===== src/rtl/nibble_reg_pkg.sv =====
package nibble_reg_pkg;
  localparam int unsigned DATA_W    = 4;
  localparam int unsigned ADDR_W    = 4;
  localparam int unsigned CTRL_ADDR = 13;
  localparam int unsigned CTRL_BIT  = 1;
endpackage


===== src/rtl/strobe_sync.sv =====
module strobe_sync #(
  parameter int unsigned W       = 3,
  parameter logic [W-1:0] RST_VAL = '0
) (
  input  logic         clk_i,
  input  logic         rst_ni,
  input  logic [W-1:0] d_i,
  output logic [W-1:0] q_o
);
  for (genvar i = 0; i < W; i++) begin : g_bit
    logic s1_q, s2_q;
    always_ff @(posedge clk_i or negedge rst_ni) begin
      if (!rst_ni) begin
        s1_q <= RST_VAL[i];
        s2_q <= RST_VAL[i];
      end else begin
        s1_q <= d_i[i];
        s2_q <= s1_q;
      end
    end
    assign q_o[i] = s2_q;
  end
endmodule


===== src/rtl/addr_latch.sv =====
module addr_latch #(
  parameter int unsigned ADDR_W = 4
) (
  input  logic              clk_i,
  input  logic              rst_ni,
  input  logic              ale_i,
  input  logic              cs0_ni,
  input  logic [ADDR_W-1:0] addr_i,
  output logic [ADDR_W-1:0] addr_o
);
  logic [ADDR_W-1:0] addr_q;

  always_ff @(posedge clk_i or negedge rst_ni) begin
    if (!rst_ni)                addr_q <= '0;
    else if (ale_i && !cs0_ni)  addr_q <= addr_i;
  end
  assign addr_o = addr_q;

  AST_LATCH_FOLLOWS: assert property (@(posedge clk_i) disable iff (!rst_ni)
    (ale_i && !cs0_ni) |=> addr_o == $past(addr_i)) else $error("latch follow");
  AST_LATCH_HOLDS: assert property (@(posedge clk_i) disable iff (!rst_ni)
    (!ale_i || cs0_ni) |=> $stable(addr_o)) else $error("latch hold");
endmodule


===== src/rtl/reg_file.sv =====
module reg_file #(
  parameter int unsigned DATA_W    = 4,
  parameter int unsigned ADDR_W    = 4,
  parameter int unsigned CTRL_ADDR = 13,
  parameter int unsigned CTRL_BIT  = 1
) (
  input  logic              clk_i,
  input  logic              rst_ni,
  input  logic              we_i,
  input  logic [ADDR_W-1:0] addr_i,
  input  logic [DATA_W-1:0] wdata_i,
  output logic [DATA_W-1:0] rdata_o,
  output logic              ctrl_en_o
);
  localparam int unsigned NREGS = 1 << ADDR_W;

  logic [NREGS-1:0][DATA_W-1:0] mem_q;

  for (genvar i = 0; i < NREGS; i++) begin : g_reg
    always_ff @(posedge clk_i or negedge rst_ni) begin
      if (!rst_ni)                                 mem_q[i] <= '0;
      else if (we_i && addr_i == ADDR_W'(i))       mem_q[i] <= wdata_i;
    end
  end

  assign rdata_o   = mem_q[addr_i];
  assign ctrl_en_o = mem_q[CTRL_ADDR][CTRL_BIT];

  AST_HOLD_NO_WE: assert property (@(posedge clk_i) disable iff (!rst_ni)
    !we_i |=> $stable(mem_q)) else $error("reg changed without write");
endmodule


===== src/rtl/status_gate.sv =====
module status_gate (
  input  logic clk_i,
  input  logic rst_ni,
  input  logic tick_i,
  input  logic en_i,
  output logic pull_o
);
  logic pull_q;

  always_ff @(posedge clk_i or negedge rst_ni) begin
    if (!rst_ni) pull_q <= 1'b0;
    else         pull_q <= tick_i & en_i;
  end
  assign pull_o = pull_q;

  AST_STAT_GATED: assert property (@(posedge clk_i) disable iff (!rst_ni)
    $rose(pull_o) |-> $past(en_i) && $past(tick_i)) else $error("status leak");
endmodule


===== src/rtl/nibble_reg_port.sv =====
module nibble_reg_port
  import nibble_reg_pkg::*;
#(
  parameter int unsigned P_DATA_W    = DATA_W,
  parameter int unsigned P_ADDR_W    = ADDR_W,
  parameter int unsigned P_CTRL_ADDR = CTRL_ADDR,
  parameter int unsigned P_CTRL_BIT  = CTRL_BIT
) (
  input  logic                clk_i,
  input  logic                rst_ni,
  input  logic [P_ADDR_W-1:0] addr_i,
  input  logic                ale_i,
  input  logic                cs0_ni,
  input  logic                cs1_i,
  input  logic                wr_ni,
  input  logic                rd_ni,
  input  logic [P_DATA_W-1:0] din_i,
  output logic [P_DATA_W-1:0] dout_o,
  output logic                dout_oe_o,
  input  logic                tick_i,
  output logic                stat_pull_o
);
  localparam int unsigned NSYNC = 3;
  // bit 2 = wr_n, bit 1 = rd_n, bit 0 = ale
  localparam logic [NSYNC-1:0] SYNC_RST = 3'b110;

  logic [NSYNC-1:0]    sync_q;
  logic                wr_n_s, rd_n_s, ale_s, wr_n_d;
  logic                sel, wr_edge, we;
  logic [P_ADDR_W-1:0] addr_q;
  logic [P_DATA_W-1:0] rdata;
  logic                ctrl_en;

  strobe_sync #(.W(NSYNC), .RST_VAL(SYNC_RST)) u_sync (
    .clk_i, .rst_ni,
    .d_i ({wr_ni, rd_ni, ale_i}),
    .q_o (sync_q)
  );
  assign {wr_n_s, rd_n_s, ale_s} = sync_q;

  always_ff @(posedge clk_i or negedge rst_ni) begin
    if (!rst_ni) wr_n_d <= 1'b1;
    else         wr_n_d <= wr_n_s;
  end

  assign sel     = cs1_i & ~cs0_ni;
  assign wr_edge = wr_n_s & ~wr_n_d;
  assign we      = wr_edge & sel;

  addr_latch #(.ADDR_W(P_ADDR_W)) u_latch (
    .clk_i, .rst_ni,
    .ale_i  (ale_s),
    .cs0_ni (cs0_ni),
    .addr_i (addr_i),
    .addr_o (addr_q)
  );

  reg_file #(
    .DATA_W(P_DATA_W), .ADDR_W(P_ADDR_W),
    .CTRL_ADDR(P_CTRL_ADDR), .CTRL_BIT(P_CTRL_BIT)
  ) u_regs (
    .clk_i, .rst_ni,
    .we_i      (we),
    .addr_i    (addr_q),
    .wdata_i   (din_i),
    .rdata_o   (rdata),
    .ctrl_en_o (ctrl_en)
  );

  // read suppressed while write strobe is also low
  assign dout_oe_o = sel & ~rd_n_s & wr_n_s;
  assign dout_o    = dout_oe_o ? rdata : '0;

  status_gate u_stat (
    .clk_i, .rst_ni,
    .tick_i (tick_i),
    .en_i   (ctrl_en),
    .pull_o (stat_pull_o)
  );

  AST_RD_STROBE: assert property (@(posedge clk_i) disable iff (!rst_ni)
    dout_oe_o |-> !$past(rd_ni, 2)) else $error("drive without read");
  AST_RD_WR_OVERLAP: assert property (@(posedge clk_i) disable iff (!rst_ni)
    dout_oe_o |-> $past(wr_ni, 2)) else $error("drive during write");
  AST_IDLE_ZERO: assert property (@(posedge clk_i) disable iff (!rst_ni)
    !dout_oe_o |-> dout_o == '0) else $error("data not released");
endmodule


===== config.mk =====
export PLATFORM = sky130hd
export DESIGN_NAME = nibble_reg_port
export DESIGN_NICKNAME = d
export VERILOG_FILES = /design/src/rtl/nibble_reg_pkg.sv /design/src/rtl/strobe_sync.sv /design/src/rtl/addr_latch.sv /design/src/rtl/reg_file.sv /design/src/rtl/status_gate.sv /design/src/rtl/nibble_reg_port.sv
export SDC_FILE = /design/constraint.sdc
export NUM_CORES = 1
export LEC_CHECK = 0
export BUFFER_PORTS_ARGS = -buffer_cell sky130_fd_sc_hd__clkbuf_2
export CELL_PAD_IN_SITES_DETAIL_PLACEMENT = 0
export CELL_PAD_IN_SITES_GLOBAL_PLACEMENT = 2
export CORE_UTILIZATION = 35
export DETAILED_ROUTE_END_ITERATION = 10
export HOLD_SLACK_MARGIN = 0.06
export PLACE_DENSITY = 0.64
export SLEW_MARGIN = 20
export SYNTH_ARGS = -nofsm -noshare
export SYNTH_HDL_FRONTEND = slang
export SYNTH_SLANG_ARGS = --single-unit

===== constraint.sdc =====
create_clock -name clk_i -period 2.4 [get_ports clk_i]
set_input_delay 0.24 -clock clk_i [delete_from_list [all_inputs] [get_ports clk_i]]
set_output_delay 0.24 -clock clk_i [all_outputs]
set_load 0.03 [all_outputs]

; ---- Yosys cells after proc, flatten, opt, wreduce, memory -nomap -nowiden
; Cells that the tools add are included.
[totals]
ff_bits = 76
[classes]
magnitude_cmp = 1
n_eq_ne = 15
muxes = 3
n_bitwise = 9
n_reduce_logical = 19
[op_table]
columns = cell, count
row1 = $eq A4 B4 Y1 const B, 8
row2 = $logic_and A1 B1 Y1, 17
row3 = $bmux W4 S4, 1
row4 = $eq A4 B3 Y1 const B, 4
row5 = $eq A4 B2 Y1 const B, 2
row6 = $mux W4, 2
row7 = $and A1 B1 Y1, 6
row8 = $lt A4 B5 Y1 const B, 1
row9 = $eq A4 B1 Y1 const B, 1
row10 = $logic_not A4 Y1, 1
row11 = $not A1 Y1, 3
row12 = $logic_not A1 Y1, 1

; ---- Depth between registers and ports, before layout
[logic_depth]
depth_word = 5
ltp_mapped = 6

; ---- Cells and area by module
; A second synthesis with hierarchy kept.
[unflattened]
hier_cells = 224
area_unflattened_um2 = 3445.8
[by_module_without_submodules]
columns = module, instances, cells_per_inst, area_per_inst_um2, seq_area_each_um2
row1 = reg_file, 1, 197, 2981.6, 1601.5
row2 = strobe_sync, 1, 9, 177.7, 155.1
row3 = addr_latch, 1, 9, 173.9, 100.1
row4 = nibble_reg_port, 1, 7, 81.3, 26.3
row5 = status_gate, 1, 2, 31.3, 25.0

; ---- Worst setup path after synthesis
; No wires, ideal clock.
[synth_path]
kind = register to output
from = register u_sync.g_bit[2].s2_q
to = output port dout_o[2]
arrival_ns = 2.194
setup_slack_ns = -0.034
path_stages_with_launch = 5
path_cell_list = dfstp_2 > nand2_1 > nor3_1 > o21ai_0 > a21oi_1
[synth_between]
elab_chain_cells = 2
[synth_rtl]
columns = item, line_no
row1 = from (decl), strobe_sync.sv:11  ; logic s1_q, s2_q;
row2 = from (signal assigned), strobe_sync.sv:15  ; s2_q <= RST_VAL[i];
row3 = from (signal assigned), strobe_sync.sv:18  ; s2_q <= s1_q;
row4 = $and A1 B1 Y1, nibble_reg_port.sv:71  ; assign dout_oe_o = sel & ~rd_n_s & wr_n_s;
row5 = named net dout_oe_o, nibble_reg_port.sv:19  ; output logic dout_oe_o,
row6 = $mux W4, nibble_reg_port.sv:72  ; assign dout_o = dout_oe_o ? rdata : '0;
row7 = to (decl), nibble_reg_port.sv:18  ; output logic [P_DATA_W-1:0] dout_o,
; The timed path passes the listed nets, and every way through them passes these cells.

; ---- Final worst setup path
[layout_path]
from = register u_latch.addr_q[1] (netlist: u_latch.addr_o[1])
to = output port dout_o[1]
[layout_between]
elab_chain_cells = 3
[layout_rtl]
columns = item, line_no
row1 = from (decl), addr_latch.sv:11  ; logic [ADDR_W-1:0] addr_q;
row2 = from (signal assigned), addr_latch.sv:15  ; else if (ale_i && !cs0_ni) addr_q <= addr_i;
row3 = $bmux W4 S4, reg_file.sv:26  ; assign rdata_o = mem_q[addr_i];
row4 = $mux W4 (implied by the code), reg_file.sv:26
row5 = $mux W4, nibble_reg_port.sv:72
; No other way between the ends. The select of a mux whose other input is x is not followed.

==> results by group <==
Status
  • Outcome: finished, final reports clean

Global route
  • Total congestion overflow after global routing: 0
  • Initial antenna violation count: 0
  • Number of global-route vias before repair: 2126
  • Overall Global Routing Usage: 16.09%
  • First-pass GRT wire length: 11.88 mm
  • Maximum number of pins on one net before global-route repair: 76

Die
  • Overall die width: 102.2 um
  • Boundary Pins: 22
  • Std cell rows: 36
  • Starting density of the core: 36.11%
  • Die Height: 102.2 um
  • Die area: 10440 sq um
  • Core region area: 9729 sq um

Placed design
  • DP Wirelength: 4.940 mm
  • Routability cong.: 0.6884
  • Worst slack after detailed placement: 0.1300 ns
  • IO buf count: 21

Route
  • Detailed Route WL: 7.463 mm
  • Vias/cell: 5.030
  • DRT iter0 DRCs: 61
  • Detailed Routing Iterations Pass 1: 4
  • DRT antenna net count: 0
  • DRC violations left: 0
  • DR vias: 1997
  • Wire length per cell after detailed routing: 18.80 um

Pwr
  • Gate power share: 17.5%
  • Clock network fraction of design power: 33.6%
  • Switch Pwr: 783.3 uW
  • Sequential group share of total power: 48.9%
  • Power Dens Cells: 765.8 nW/um^2
  • Fraction of power spent switching nets: 24.63%
  • Leakage dissipation: 1.922 nW
  • IR Drop Worst-Case VDD: 301.8 uV
  • Power Internal: 2.397 mW

STA
  • Final Setup Violations: 0
  • F_max: 422.0 MHz
  • Final number of max-transition violations: 0
  • Post-layout min period: 2.370 ns
  • Portion of the clock cycle consumed by the worst path in the final layout: 98.75%
  • Setup repair after global routing missed its margin: yes
  • Setup slack after layout: 0.03012 ns
  • Transition time at the pin with the least slew margin: 0.6613 ns
  • Max Clock Skew: 0.008011 ns
  • Worst slew margin relative to its limit: 55.91%
  • Count of final hold-check violations: 0

Yosys
  • Commonest cells post-synth: mux2_2 (72), dfrtp_1 (71), mux4_2 (12), nand2_1 (6), nand3_1 (6)
  • Gate count after technology mapping: 222
  • Number of register bits inferred by synthesis: 76
  • Post-Syn Area: 3513 sq um
  • Syn avg cell area: 15.83 sq um
  • Sequential area share after synthesis: 54.31%
  • Largest area contributor in the synthesized netlist: dfrtp_1
  • Top cell type's share of synthesized area: 50.57%
  • Number of synthesized flops with an enable pin: 0
  • Ranking of synthesized cells by area: dfrtp_1 (51%), mux2_2 (23%), mux4_2 (7.7%)
  • Yosys Warn Count: 0
  • Number of distinct standard cells referenced by the synthesized netlist: 32
  • Most numerous cell in the Yosys netlist: mux2_2
  • Number of nets in the synthesized netlist: 238
  • Top flip-flop cell by instance count after synthesis: dfrtp_1
  • Fraction of synthesis flops using an asynchronous set or reset pin: 100.0%

Worst setup path
  • Crit start category: flop
  • Maximum fanout count along the critical path: 3
  • Arrival time at the worst endpoint: 2.13 ns
  • Critical path start-end classification: reg -> out
  • Required time at the worst-slack endpoint: 2.16 ns
  • Crit path capture type: output port

Final layout
  • Net count, final: 275
  • Diodes inserted: 0
  • Final core utilization: 42.68%
  • Share of cells above drive strength 1: 58.71%
  • Layout overhead on the synthesized area: 18.20%

Clocking
  • Clock H-tree levels: 3
  • Number of CTS-inserted buffers: 9
  • TritonCTS clock tree: yes
  • Clock input transition at the sequential cells of the worst setup and hold paths: 0.07 ns
  • Insertion delay of the later-clocked pin in the worst-skew pair: 0.35 ns
  • Maximum clock insertion buffer count: 2
  • Sink count of the clock tree: 76
  • Root buffer cell: clkbuf_8

Hold path
  • Hold Path Class: in -> reg

Job
  • Max_cap viols: 0
[state kept, by name (all words and copies together) (netlist names)]
register and cells:
u_sync.g_bit.s1_q 3, u_regs.ctrl_en_o 1, wr_n_d 1, u_regs.mem_q 63
u_stat.pull_o 1, u_latch.addr_o 4, u_sync.g_bit.s2_q 3
[layer usage]
| layer | part of all wire, % | GRT usage, % | vias up |
|---|---|---|---|
| met5 | 0 | 0 | - |
| met4 | 0.75 | 4.945 | 0 |
| met3 | 3.2 | 4.583 | 5 |
| met2 | 46 | 24.11 | 29 |
| met1 | 50 | 22.65 | 1062 |
| li1 | - | - | 901 |
[cells by family after synthesis]
kind of cell    Yosys count  synth area share [%]
compound gates            8                 1.246
buf+inv                  14                 2.671
flops                    76                 54.31
mux                      92                 34.90
simple gates             32                 6.873
[worst max-delay path, cell delays in order, from the launching register on]
cell	delay, ns
dfrtp_2	0.44
buf_4	0.15
buf_8	0.11
mux4_2	0.41
mux2_2	0.29
o21ai_2	0.13
a21oi_1	0.06
buf_4	0.20
[power groups by stage]
stage,combinational [mW],clock [mW],sequential (mW)
2_1_floorplan,0.402,0,1.53
3_3_place_gp,0.495,0,1.58
3_5_place_dp,0.505,0,1.58
4_1_cts,0.545,1.12,1.55
5_1_grt,0.609,1.16,1.58
6_report,0.558,1.07,1.56
[path summary, 6_finish.rpt]
check,start,endpoint,slack (ns),depth (start not counted)
setup / recovery,u_latch.addr_o[1],dout_o[1],0.03,7
hold / removal,tick_i,u_stat.pull_o,0.10,2
hold reg to reg,u_sync.g_bit[0].s1_q,u_sync.g_bit[0].s2_q,0.36,0
min in group asynchronous,rst_ni,u_regs.mem_q[46],0.37,2
setup reg to reg,u_sync.g_bit[2].s2_q,u_regs.ctrl_en_o,0.45,4
max in group asynchronous,rst_ni,u_sync.g_bit[2].s2_q,1.25,4
[layout make-up]
type                       instances  area [sq um]
tap                              133         166.4
clock inverter                     4         72.57
sequential                        76          1911
fill                             928          5577
clock buffer                      12         145.1
multi-input combinational        132          1524
timing repair buffer              40         334.1
[per-stage QoR]
step            TNS, ns  total power, mW  cells  instance area [sq um]  hold WS, ns
2_1_floorplan         0            1.927    222                   3518     -0.05559
3_3_place_gp          0            2.076    370                   3771       0.3331
3_5_place_dp          0            2.084    370                   3771       0.3289
4_1_cts        -0.02852            3.216    392                   4089      0.07945
5_1_grt         -0.1515            3.349    397                   4153       0.1079
6_report              0            3.180    397                   4153       0.1042
[layout by cell type, fill, tap and decap left out, types with 2 or more instances in the layout]
master	count
dfrtp_1	69
o21ai_2	3
nor2_1	3
a21oi_1	3
buf_12	2
mux2_2	71
nor2b_1	2
nand2_1	6
nand3_1	6
clkbuf_1	2
dfstp_2	5
mux4_1	2
clkbuf_8	11
buf_8	2
clkbuf_2	16
buf_4	13
dfrtp_2	2
bufinv_16	2
mux4_2	14
dlygate4sd3_1	4
mux2i_1	4
and2b_1	2
[timing repair]
item | CTS | global route
setup buffers | 3 | 3
endpoints found under the setup margin | 4 | 4
endpoints found under the hold margin | 3 | 29
resized for setup | 14 | 6
hold buffers | 3 | 1
Note: power is estimated with default switching activity, not from simulation.
